### src/rtl/seb_pkg.sv
// Package: shared constants for the slot EEPROM bridge.
// Assumes a 16-bit register bus and exactly three slots with fixed select codes.
package seb_pkg;
    localparam int DATA_W = 16;
    localparam int NSLOT  = 3;
    localparam logic [7:0] PRES_OFF = 8'h12;
    localparam logic [7:0] CMD_OFF  = 8'h42;
    localparam logic [DATA_W-1:0] ALL_ONES = '1;

    // Select code that picks slot idx
    function automatic logic [DATA_W-1:0] slot_code(input int idx);
        case (idx)
            0:       slot_code = 16'h1700;
            1:       slot_code = 16'h1D00;
            default: slot_code = 16'h3500;
        endcase
    endfunction
endpackage

### src/rtl/seb_slot_decode.sv
// Module: turns the stored select code into a one-hot slot hit vector.
// Assumes codes from seb_pkg are distinct; unknown codes give all zeros.
module seb_slot_decode
    import seb_pkg::*;
(
    input  logic [DATA_W-1:0] sel_code,
    output logic [NSLOT-1:0]  slot_hit
);
    for (genvar s = 0; s < NSLOT; s++) begin : g_cmp
        // Compare against the code of slot s
        assign slot_hit[s] = (sel_code == slot_code(s));
    end
endmodule

### src/rtl/seb_cmd_buf.sv
// Module: collects the two-word command and holds the armed flag.
// Assumes a read strobe and a write in the same cycle are allowed; arming wins.
module seb_cmd_buf
    import seb_pkg::*;
(
    input  logic              clk,
    input  logic              rst_n,
    input  logic              cmd_wr,
    input  logic              cmd_rd,
    input  logic [DATA_W-1:0] wdata,
    output logic [DATA_W-1:0] cmd_word0,
    output logic              cmd_valid
);
    logic pos_q;

    // Word position, first word capture and arming
    always_ff @(posedge clk) begin
        if (!rst_n) begin
            pos_q     <= 1'b0;
            cmd_word0 <= '0;
            cmd_valid <= 1'b0;
        end else begin
            if (cmd_rd)
                cmd_valid <= 1'b0;
            if (cmd_wr) begin
                if (!pos_q) begin
                    cmd_word0 <= wdata;
                    pos_q     <= 1'b1;
                end else begin
                    pos_q     <= 1'b0;
                    cmd_valid <= 1'b1;
                end
            end
        end
    end
endmodule

### src/rtl/seb_image_read.sv
// Module: fetches two consecutive bytes from the hit slot's image.
// Assumes slot_hit is one-hot or zero; offset+1 wraps inside the image.
module seb_image_read
    import seb_pkg::*;
#(
    parameter int IMG_BYTES = 64,
    localparam int OFF_W = $clog2(IMG_BYTES)
) (
    input  logic [NSLOT-1:0]           slot_hit,
    input  logic [NSLOT-1:0]           slot_present,
    input  logic [NSLOT*IMG_BYTES*8-1:0] slot_image,
    input  logic [OFF_W-1:0]           offset,
    output logic [DATA_W-1:0]          word,
    output logic                       word_ok
);
    logic [OFF_W-1:0] off_nx;
    logic [NSLOT-1:0][DATA_W-1:0] per_slot;

    // Next offset with natural wrap
    assign off_nx = offset + 1'b1;

    for (genvar s = 0; s < NSLOT; s++) begin : g_slot
        // Byte pair of slot s
        assign per_slot[s] = {slot_image[(s*IMG_BYTES + int'(offset))*8 +: 8],
                              slot_image[(s*IMG_BYTES + int'(off_nx))*8 +: 8]};
    end

    // Merge the hit slot and decide whether it is usable
    always_comb begin
        word    = '0;
        word_ok = 1'b0;
        for (int s = 0; s < NSLOT; s++) begin
            if (slot_hit[s]) begin
                word    = word | per_slot[s];
                word_ok = word_ok | slot_present[s];
            end
        end
    end
endmodule

### src/rtl/slot_eeprom_bridge.sv
// Module: top of the slot EEPROM register bridge.
// Assumes single-cycle bus strobes; read data is registered one clock late.
module slot_eeprom_bridge
    import seb_pkg::*;
#(
    parameter int ADDR_W    = 8,
    parameter int IMG_BYTES = 64,
    localparam int OFF_W    = $clog2(IMG_BYTES)
) (
    input  logic                       clk,
    input  logic                       rst_n,
    input  logic [ADDR_W-1:0]          bus_addr,
    input  logic                       bus_wr,
    input  logic                       bus_rd,
    input  logic [DATA_W-1:0]          bus_wdata,
    output logic [DATA_W-1:0]          bus_rdata,
    input  logic [NSLOT-1:0]           slot_present,
    input  logic [NSLOT*IMG_BYTES*8-1:0] slot_image
);
    logic              hit_pres, hit_cmd;
    logic [DATA_W-1:0] sel_q;
    logic [NSLOT-1:0]  slot_hit;
    logic [DATA_W-1:0] cmd_word0;
    logic              cmd_valid;
    logic [DATA_W-1:0] img_word;
    logic              img_ok;
    logic [DATA_W-1:0] pres_word;
    logic [DATA_W-1:0] rd_next;

    // Address decode
    assign hit_pres = (bus_addr == ADDR_W'(PRES_OFF));
    assign hit_cmd  = (bus_addr == ADDR_W'(CMD_OFF));

    // Select code register
    always_ff @(posedge clk) begin
        if (!rst_n)
            sel_q <= '0;
        else if (bus_wr && hit_pres)
            sel_q <= bus_wdata;
    end

    seb_slot_decode i_dec (
        .sel_code (sel_q),
        .slot_hit (slot_hit)
    );

    seb_cmd_buf i_cmd (
        .clk       (clk),
        .rst_n     (rst_n),
        .cmd_wr    (bus_wr && hit_cmd),
        .cmd_rd    (bus_rd && hit_cmd),
        .wdata     (bus_wdata),
        .cmd_word0 (cmd_word0),
        .cmd_valid (cmd_valid)
    );

    seb_image_read #(.IMG_BYTES(IMG_BYTES)) i_img (
        .slot_hit     (slot_hit),
        .slot_present (slot_present),
        .slot_image   (slot_image),
        .offset       (cmd_word0[OFF_W-1:0]),
        .word         (img_word),
        .word_ok      (img_ok)
    );

    // Active-low presence word
    always_comb begin
        pres_word = ALL_ONES;
        pres_word[NSLOT-1:0] = ~slot_present;
    end

    // Read data selection
    always_comb begin
        if (hit_pres)
            rd_next = pres_word;
        else if (hit_cmd && cmd_valid && img_ok)
            rd_next = img_word;
        else
            rd_next = ALL_ONES;
    end

    // Registered read data
    always_ff @(posedge clk) begin
        if (!rst_n)
            bus_rdata <= ALL_ONES;
        else if (bus_rd)
            bus_rdata <= rd_next;
    end
endmodule

### config.mk
export PLATFORM = sky130hd
export DESIGN_NAME = slot_eeprom_bridge
export DESIGN_NICKNAME = d
export VERILOG_FILES = /design/src/rtl/seb_pkg.sv /design/src/rtl/seb_slot_decode.sv /design/src/rtl/seb_cmd_buf.sv /design/src/rtl/seb_image_read.sv /design/src/rtl/slot_eeprom_bridge.sv
export SDC_FILE = /design/constraint.sdc
export NUM_CORES = 1
export LEC_CHECK = 0
export BUFFER_PORTS_ARGS = -buffer_cell sky130_fd_sc_hd__buf_2
export CAP_MARGIN = 5
export CORE_AREA = 2 2 624 626
export DETAILED_ROUTE_END_ITERATION = 8
export DIE_AREA = 0 0 626 628
export SLEW_MARGIN = 20
export SYNTH_ARGS = -nofsm -noshare
export SYNTH_HDL_FRONTEND = slang
export SYNTH_HIERARCHICAL = 1
export SYNTH_SLANG_ARGS = --single-unit
### constraint.sdc
create_clock -name clk -period 3.3 [get_ports clk]
set_input_delay 0.33 -clock clk [delete_from_list [all_inputs] [get_ports clk]]
set_output_delay 0.33 -clock clk [all_outputs]
set_load 0.03 [all_outputs]
Word-level counts from Yosys, hierarchy flattened
Cells that the tools add are included.
{"block": "classes", "n_addsub": 5, "eq_ne": 5, "shift": 6, "muxes": 12, "bitwise_logic": 6, "reduce_logical": 6}
{"cell": "$shiftx 1536x32->8", "n": 4}
{"cell": "$shiftx 1536x10->8", "n": 2}
{"cell": "$mux 16", "n": 5}
{"cell": "$eq 16x13->1 const B", "n": 2}
{"cell": "$or 16x16->16", "n": 2}
{"cell": "$add 8x6->9 const A", "n": 2}
{"cell": "$add 7x6->8 const A", "n": 2}
{"cell": "$eq 16x14->1 const B", "n": 1}
{"cell": "$eq 8x5->1 const B", "n": 1}
{"cell": "$eq 8x7->1 const B", "n": 1}
{"cell": "$mux 1", "n": 7}
{"cell": "$add 6x1->6 const B", "n": 1}
{"cell": "$logic_and 1x1->1", "n": 5}
{"cell": "$not 3->3", "n": 1}
{"cell": "$or 1x1->1", "n": 2}
{"cell": "$reduce_and 2->1", "n": 1}
{"cell": "$not 1->1", "n": 1}
{"block": "word_totals", "regBits": 40, "in_bits": 1567, "out_inout_bits": 16, "elab_cells": 45}

Depth between registers and ports, before layout
Gate-level depths: netlist of run 1.
{"block": "depth", "depth_word": 9, "ltp_mapped": 14}

Cells and area by module
The synthesis of run 1 kept the hierarchy.
{"module": "seb_image_read", "instances": 1, "cells_each": 2074, "area_each_um2": 25200.4, "seq_area_each_um2": 0.0}
{"module": "slot_eeprom_bridge", "instances": 1, "cells_each": 129, "area_each_um2": 1270.0, "seq_area_each_um2": 640.6}
{"module": "seb_cmd_buf", "instances": 1, "cells_each": 78, "area_each_um2": 737.0, "seq_area_each_um2": 360.3}
{"module": "seb_slot_decode", "instances": 1, "cells_each": 11, "area_each_um2": 90.1, "seq_area_each_um2": 0.0}

Least setup slack after synthesis of run 1
Ideal clock, no wire load.
{"block": "synth_path", "kind": "register -> register", "start": "reg i_cmd.cmd_word0[1]", "end": "reg bus_rdata[2]", "arrival_ns": 2.831, "required_time_ns": 3.174, "path_slack_ns": 0.343, "stages_incl_launch_ff": 13, "path_cell_list": "dfxtp_1 > ha_1 > buf_2 > buf_6 > buf_4 > buf_2 > mux4_2 > mux2i_1 > o22ai_1 > a311oi_1 > nand4_1 > nor4_1 > o21ai_0"}
{"block": "synth_between", "elab_chain_len": 9}
{"element": "from (decl)", "line": "seb_cmd_buf.sv:11", "rtl": "output logic [DATA_W-1:0] cmd_word0,"}
{"element": "from (signal assigned)", "line": "seb_cmd_buf.sv:27", "rtl": "cmd_word0 <= wdata;"}
{"element": "$add 6x1->6 *", "line": "seb_image_read.sv:20", "rtl": "assign off_nx = offset + 1'b1;"}
{"element": "$add 7x6->8 or $shiftx 1536x10->8 (tied branches)", "line": "seb_image_read.sv:25", "rtl": "slot_image[(s*IMG_BYTES + int'(off_nx))*8 +: 8]};"}
{"element": "$shiftx 1536x32->8 or $mux 16 (tied branches)", "line": "seb_image_read.sv:25, seb_image_read.sv:33"}
{"element": "$or 16x16->16", "line": "seb_image_read.sv:34", "rtl": "word = word | per_slot[s];"}
{"element": "$mux 16", "line": "seb_image_read.sv:33", "rtl": "if (slot_hit[s]) begin"}
{"element": "$or 16x16->16", "line": "seb_image_read.sv:34"}
{"element": "$mux 16 *", "line": "seb_image_read.sv:33"}
{"element": "named net img_word[2]", "line": "slot_eeprom_bridge.sv:25", "rtl": "logic [DATA_W-1:0] img_word;"}
{"element": "$mux 16 *", "line": "slot_eeprom_bridge.sv:76", "rtl": "else if (hit_cmd && cmd_valid && img_ok)"}
{"element": "$mux 16 *", "line": "slot_eeprom_bridge.sv:74", "rtl": "if (hit_pres)"}
{"element": "to (signal assigned)", "line": "slot_eeprom_bridge.sv:87", "rtl": "bus_rdata <= rd_next;"}
{"element": "to (decl)", "line": "slot_eeprom_bridge.sv:16", "rtl": "output logic [DATA_W-1:0] bus_rdata,"}
The timed path passes the listed nets; every way through them passes the cells marked *.
A chain may end at the register's enable or synchronous reset.

Worst setup path after layout of run 1
{"block": "layout_path", "start": "reg i_cmd.cmd_word0[0]", "end": "reg bus_rdata[2]"}
The elaborated chain is that of the path after synthesis.

==> results of run 1 <==
-- where the power goes --
| part | switching (µW) | total, µW | internal [µW] |
|---|---|---|---|
| Clock | 323 | 682 | 359 |
| Combinational | 1330 | 2810 | 1480 |
| Sequential | 1.86 | 481 | 479 |
| Total | 1650 | 3970 | 2320 |
-- worst min-delay path, stage by stage --
cell and delay [ns]:
buf_2 0.09, nand2_1 0.05, mux2i_1 0.06
-- what timing repair did --
item,in CTS,in global routing
cloned,8,3
buffers inserted,25,11
hold endpoints to repair,0,0
gates resized for setup,107,73
endpoints found under the setup margin,16,16
pin swaps,19,20
-- layout by cell type (no fill, tap or decap), types with 9 or more instances in the layout --
| cell | instances |
|---|---|
| a211oi_2 | 9 |
| buf_2 | 1582 |
| o22ai_1 | 48 |
| nand2_2 | 10 |
| buf_16 | 17 |
| o221ai_1 | 43 |
| nor3_1 | 23 |
| diode_2 | 202 |
| mux2i_1 | 219 |
| a22oi_1 | 49 |
| buf_4 | 304 |
| and3_1 | 9 |
| dfxtp_1 | 34 |
| mux4_2 | 736 |
| buf_6 | 22 |
| a32oi_1 | 15 |
| a21oi_1 | 116 |
| o21ai_0 | 18 |
| buf_8 | 9 |
| clkbuf_16 | 12 |
| a211oi_1 | 22 |
| nor2b_1 | 13 |
| o22a_1 | 10 |
| buf_12 | 94 |
| nor2_4 | 9 |
| nand2_1 | 274 |
| nor2_1 | 21 |
| nand3_1 | 44 |
| nand4_1 | 19 |
-- stage by stage --
| stage | utilization (%) | power, µW | cell area (µm²) | TNS [ns] |
|---|---|---|---|---|
| 2_1_floorplan | - | 1423 | 26920 | 0 |
| 3_3_place_gp | 11.41 | 3219 | 44160 | -13.14 |
| 3_5_place_dp | 11.43 | 3248 | 44230 | -12.67 |
| 4_1_cts | 11.74 | 4012 | 45430 | -6.497 |
| 5_1_grt | 11.92 | 4169 | 46140 | -7.299 |
| 6_report | 11.98 | 3974 | 46390 | -4.906 |
-- path summary, 6_finish.rpt --
path,cells after the start,end,slack [ns],startpoint
setup reg to reg,15,bus_rdata[2],-0.55,i_cmd/cmd_word0[0]
hold / removal,3,sel_q[14],0.24,bus_wdata[14]
hold reg to reg,2,sel_q[10],0.46,sel_q[10]
setup / recovery,15,bus_rdata[2],-0.55,i_cmd/cmd_word0[0]
-- routing by layer --
metal | part of all wire, % | wire length [µm] | up-vias
met1 | 38 | 131900 | 18520
li1 | - | - | 13730
met2 | 48 | 163700 | 2969
met5 | 0.28 | 960 | -
met4 | 4.6 | 15770 | 140
met3 | 9.1 | 31420 | 714
-- sequential cells by signal, indices dropped and copies added, names as in the netlist --
name and cells:
sel_q 16, i_cmd/cmd_word0 6, i_cmd/cmd_valid 1, i_cmd/pos_q 1, bus_rdata 16
-- area by class of cell --
cell class | instances | area [µm²] | area share [%]
multi-input combinational | 1905 | 25070 | 54.04
timing repair buffer | 2040 | 13270 | 28.61
antenna | 202 | 505.5 | 1.090
inverter | 10 | 50.05 | 0.1079
sequential | 40 | 823.3 | 1.775
clock inverter | 3 | 42.54 | 0.09171
clock buffer | 5 | 125.1 | 0.2697
tap | 5197 | 6502 | 14.02
==> results.yml, run 1 <==
critical_path:
  crit_buf_inv: 6
  critPathMaxStageDelay_ns: 0.52
  path_delay_family: "buffers and inverters"
  cp-start-kind: "flop"
  worst-setup-path-type: "flop to flop"
  required_ns: 3.51
  critical_path.endpoint_type: "flop"
  cp.arrival_ns: 4.07
  worst_path_max_delay_cell: "o211ai_1"
  cp_cell_sequence: "ha_4 -> buf_12 -> buf_16 -> buf_16 -> buf_12 -> buf_4 -> mux4_2 -> mux2i_1 -> a32oi_1 -> and3_1 -> o211ai_1 -> buf_4 -> nand4_1 -> nor4_2 -> o21ai_1"
  critPathMaxFanout: 4
final_layout:
  area_delta_synth_final_pct: 72.30
  nets: 5570
  fin_cells: 9402
  fillers: 44330
  drive_gt1_share_pct: 73.10
clocking:
  cts_made_buffers: 5
  cts_hold_buf: 0
  cts_tree: "yes"
  cts_max_level: 2
  clkTransAtPathRegs_ns: 0.08
  cts_root_buf: "clkbuf_16"
  cts_sinks: 40
  cts_buffer_depth: 2
  clock_latency_ns: 0.35
floorplan:
  die-area_um2: 393100
  initial_utilization_pct: 6.955
  io-pin-count: 1583
  die_h_um: 628
  coreArea_um2: 387100
  die_w_um: 626
  rows: 229
drt:
  drcViolationCount: 0
  antenna_left: 0
  dr.first_iter.drc_count: 3684
  vias: 36070
  dr.pass1.iters: 6
  wl_per_cell_um: 36.56
  vias_per_cell: 3.837
  wirelength_mm: 343.7
timing:
  drv_slew: 0
  hold_viol_final: 0
  rsz0062_at_grt: "true"
  min_period_over_period_pct: 116.7
  fin_skew_ns: 0.02491
  finalSetupViolCount: 16
  fin_crit_ns: 3.852
  fin_ws_ns: -0.5523
  worst_pin_slew_ns: 1.055
  fmax_mhz: 259.6
  hold_ws_ns: 0.2396
  slew_headroom_pct: 29.51
placed_design:
  dp_hpwl_mm: 306.4
  place_ws_ns: -1.267
  port_buffers: 1582
  gp_congestion: 1.024
  placed_cells_incl_taps: 9145
run:
  maxCapViolCount: 0
grt:
  grt_pass1_vias: 34120
  grt_pass1_wl_mm: 414.4
  grt_usage_pct: 16.59
  met3_usage_pct: 4.824
  grtUsageMet1_pct: 19.72
  gr-usage-met2_pct: 28.20
  grt_max_degree: 103
  grt.busiest_layer: "met2"
  grt_overflow: 0
  antenna_found_initial: 337
pwr:
  p_leak_uw: 0.01563
  irDropWorstVdd_mv: 0.1891
  power.density_nw_per_um2: 85.68
worst_hold_path:
  hold_path.class: "input port to flop"
synthesis:
  synth.avg_cell_area_um2: 11.95
  ys_warn_count: 6
  syn_nets: 3820
  synth_cells: 2252
  syn_area_um2: 26920
outcome:
  violations: "setup timing"
  status: "finished with violations"
Note: power is estimated with default switching activity, not from simulation.
==> inputs of run 2 (changes only) <==
- CORE_AREA: 2 2 624 626 -> 4 4 608 610
- DIE_AREA: 0 0 626 628 -> 0 0 612 614
==> results.yml, run 2 (synthesis gave the netlist of run 1 again) <==
outcome:
  status: "finished with violations"
  violations: "setup timing"
critical_path:
  crit_buf_inv: 7
  critical_path.endpoint_type: "flop"
  required_ns: 3.51
  reg2reg_to: "bus_rdata[1]"
  worst_path_max_delay_cell: "mux4_2"
  cp_cell_sequence: "ha_4 -> buf_12 -> buf_12 -> buf_16 -> buf_6 -> buf_4 -> mux4_2 -> mux2i_2 -> buf_4 -> a221oi_1 -> o211ai_1 -> clkbuf_16 -> nand4_1 -> nor4_1 -> o21ai_1"
  crit-reg2reg-launch: "i_cmd/cmd_word0[1]"
  worst-setup-path-type: "flop to flop"
  cp-start-kind: "flop"
  critPathMaxFanout: 7
  startpoint: "i_cmd/cmd_word0[1]"
  reg2reg_slack_ns: -0.40
  path_delay_family: "buffers and inverters"
  cp.arrival_ns: 3.92
  rr_worst_depth: 15
  critPathMaxStageDelay_ns: 0.52
timing:
  hold_ws_ns: 0.2357
  fmax_mhz: 269.9
  finalSetupViolCount: 15
  fin_skew_ns: 0.01995
  hold_viol_final: 0
  drv_slew: 0
  worst_pin_slew_ns: 0.8828
  min_period_over_period_pct: 112.3
  fin_ws_ns: -0.4049
  rsz0062_at_grt: "true"
  fin_crit_ns: 3.705
  slew_headroom_pct: 41.01
clocking:
  cts_made_buffers: 5
  cts_buffer_depth: 2
  cts_root_buf: "clkbuf_16"
  cts_max_level: 2
  cts_sinks: 40
  clock_latency_ns: 0.35
  clkTransAtPathRegs_ns: 0.10
  cts_tree: "yes"
placed_design:
  dp_hpwl_mm: 302.9
  port_buffers: 1582
  placed_area_um2: 44640
  placed_cells_incl_taps: 8844
  gp_congestion: 1.077
drt:
  dr.first_iter.drc_count: 3434
  vias: 36960
  dr.pass1.iters: 5
  wirelength_mm: 347.2
  wl_per_cell_um: 37.69
  vias_per_cell: 4.012
  drcViolationCount: 0
  antenna_left: 0
pwr:
  p_leak_uw: 0.01723
  power.density_nw_per_um2: 84.88
  irDropWorstVdd_mv: 0.2366
final_layout:
  area_delta_synth_final_pct: 83.55
  nets: 5775
  drive_gt1_share_pct: 76.73
  top_regs: "bus_rdata x16, sel_q x16, i_cmd/cmd_word0 x6"
  fillers: 41350
  fin_cells: 9212
  final_cell_mix: "buf_2, mux4_2, buf_4"
  final_cell_area_um2: 49410
  final_common_cell: "buf_2"
grt:
  grt_overflow: 0
  grt_usage_pct: 17.41
  grt_pass1_vias: 35550
  grt_pass1_wl_mm: 418.5
  grt_max_degree: 49
  antenna_found_initial: 321
run:
  maxCapViolCount: 0
floorplan:
  io-pin-count: 1583
  die_w_um: 612
  rows: 222
  coreArea_um2: 364400
  initial_utilization_pct: 7.387
  die-area_um2: 375800
  die_h_um: 614
worst_hold_path:
  min_to: "sel_q[7]"
  hold_path.class: "input port to flop"
  min_from: "bus_wdata[7]"
  worstHoldPathCells: 3
run 2: cell count changes in the layout (fill, tap and decap cells not counted), moves of 7 or more:
cell      change
a22oi_2      +11
a22oi_1      -11
buf_12       +45
a21oi_1      -22
diode_2      -14
nor3_1       -10
buf_6        +43
o22ai_1       -9
a21oi_2      +19
buf_4        +89
mux2i_4      +10
buf_16       +15
a211oi_1      -7
mux2i_1      -15
run 2: where the power goes:
group / total (µW) / internal, µW / switching [µW]
clock: 780 / 405 / 375
combinational: 2930 / 1520 / 1420
sequential: 483 / 480 / 2.52
run 2: stage by stage:
| step | util [%] | worst slack, ns | setup TNS, ns | power (µW) |
|---|---|---|---|---|
| after CTS | 13.22 | -0.3901 | -2.954 | 4242 |
| after detailed placement | 12.25 | -1.235 | -9.457 | 3321 |
| after global routing | 13.53 | -0.4472 | -4.011 | 4404 |
| after global placement | 12.23 | -1.751 | -11.95 | 3285 |
| final | 13.56 | -0.4049 | -2.413 | 4195 |
| after floorplan | - | 0.3430 | 0 | 1423 |
run 2: worst register-to-register path, delay by kind of cell, from the launching register on:
| family | cells | cell delay (ns) |
|---|---|---|
| buffers and inverters | 7 | 1.09 |
| multiplexers | 2 | 0.73 |
| adder cells (fa/ha/maj) | 1 | 0.30 |
| flip-flops | 1 | 0.37 |
| AND/OR/NAND/NOR | 2 | 0.45 |
| AO/OA/AOI/OAI | 3 | 0.64 |
run 2: cell type report:
class | instances | area (µm²) | area share [%]
Antenna cell | 188 | 470.5 | 0.9520
Clock buffer | 7 | 152.6 | 0.3089
Clock inverter | 1 | 30.03 | 0.06077
Inverter | 10 | 50.05 | 0.1013
Multi-Input combinational cell | 1905 | 25840 | 52.29
Sequential cell | 40 | 820.8 | 1.661
Tap cell | 4816 | 6026 | 12.19
Timing Repair Buffer | 2245 | 16030 | 32.43
run 2: worst max-delay path by stage:
stage / endpoint / slack, ns / cells after the start
global route: bus_rdata[1] / -0.45 / 17
floorplan: bus_rdata[2] / 0.34 / 12
finish: bus_rdata[1] / -0.40 / 15
global placement: bus_rdata[2] / -1.75 / 12
CTS: bus_rdata[0] / -0.39 / 13
detailed placement: bus_rdata[2] / -1.24 / 13
run 2: repair_timing:
item / 4_1_cts / 5_1_grt
gates cloned: 22 / 3
hold buffers: 0 / 0
pin swaps: 74 / 59
gates resized for setup: 323 / 116
buffers inserted: 115 / 53
endpoints found under the setup margin: 16 / 16
run 2: routing by layer:
metal	up-vias	share of wire [%]	track usage [%]	routed length, µm
li1	14120	-	-	-
met3	856	8.9	4.986	30800
met2	2914	48	29.70	167400
met5	-	0.34	0.3100	1192
met1	18890	37	20.13	128000
met4	174	5.7	7.752	19830
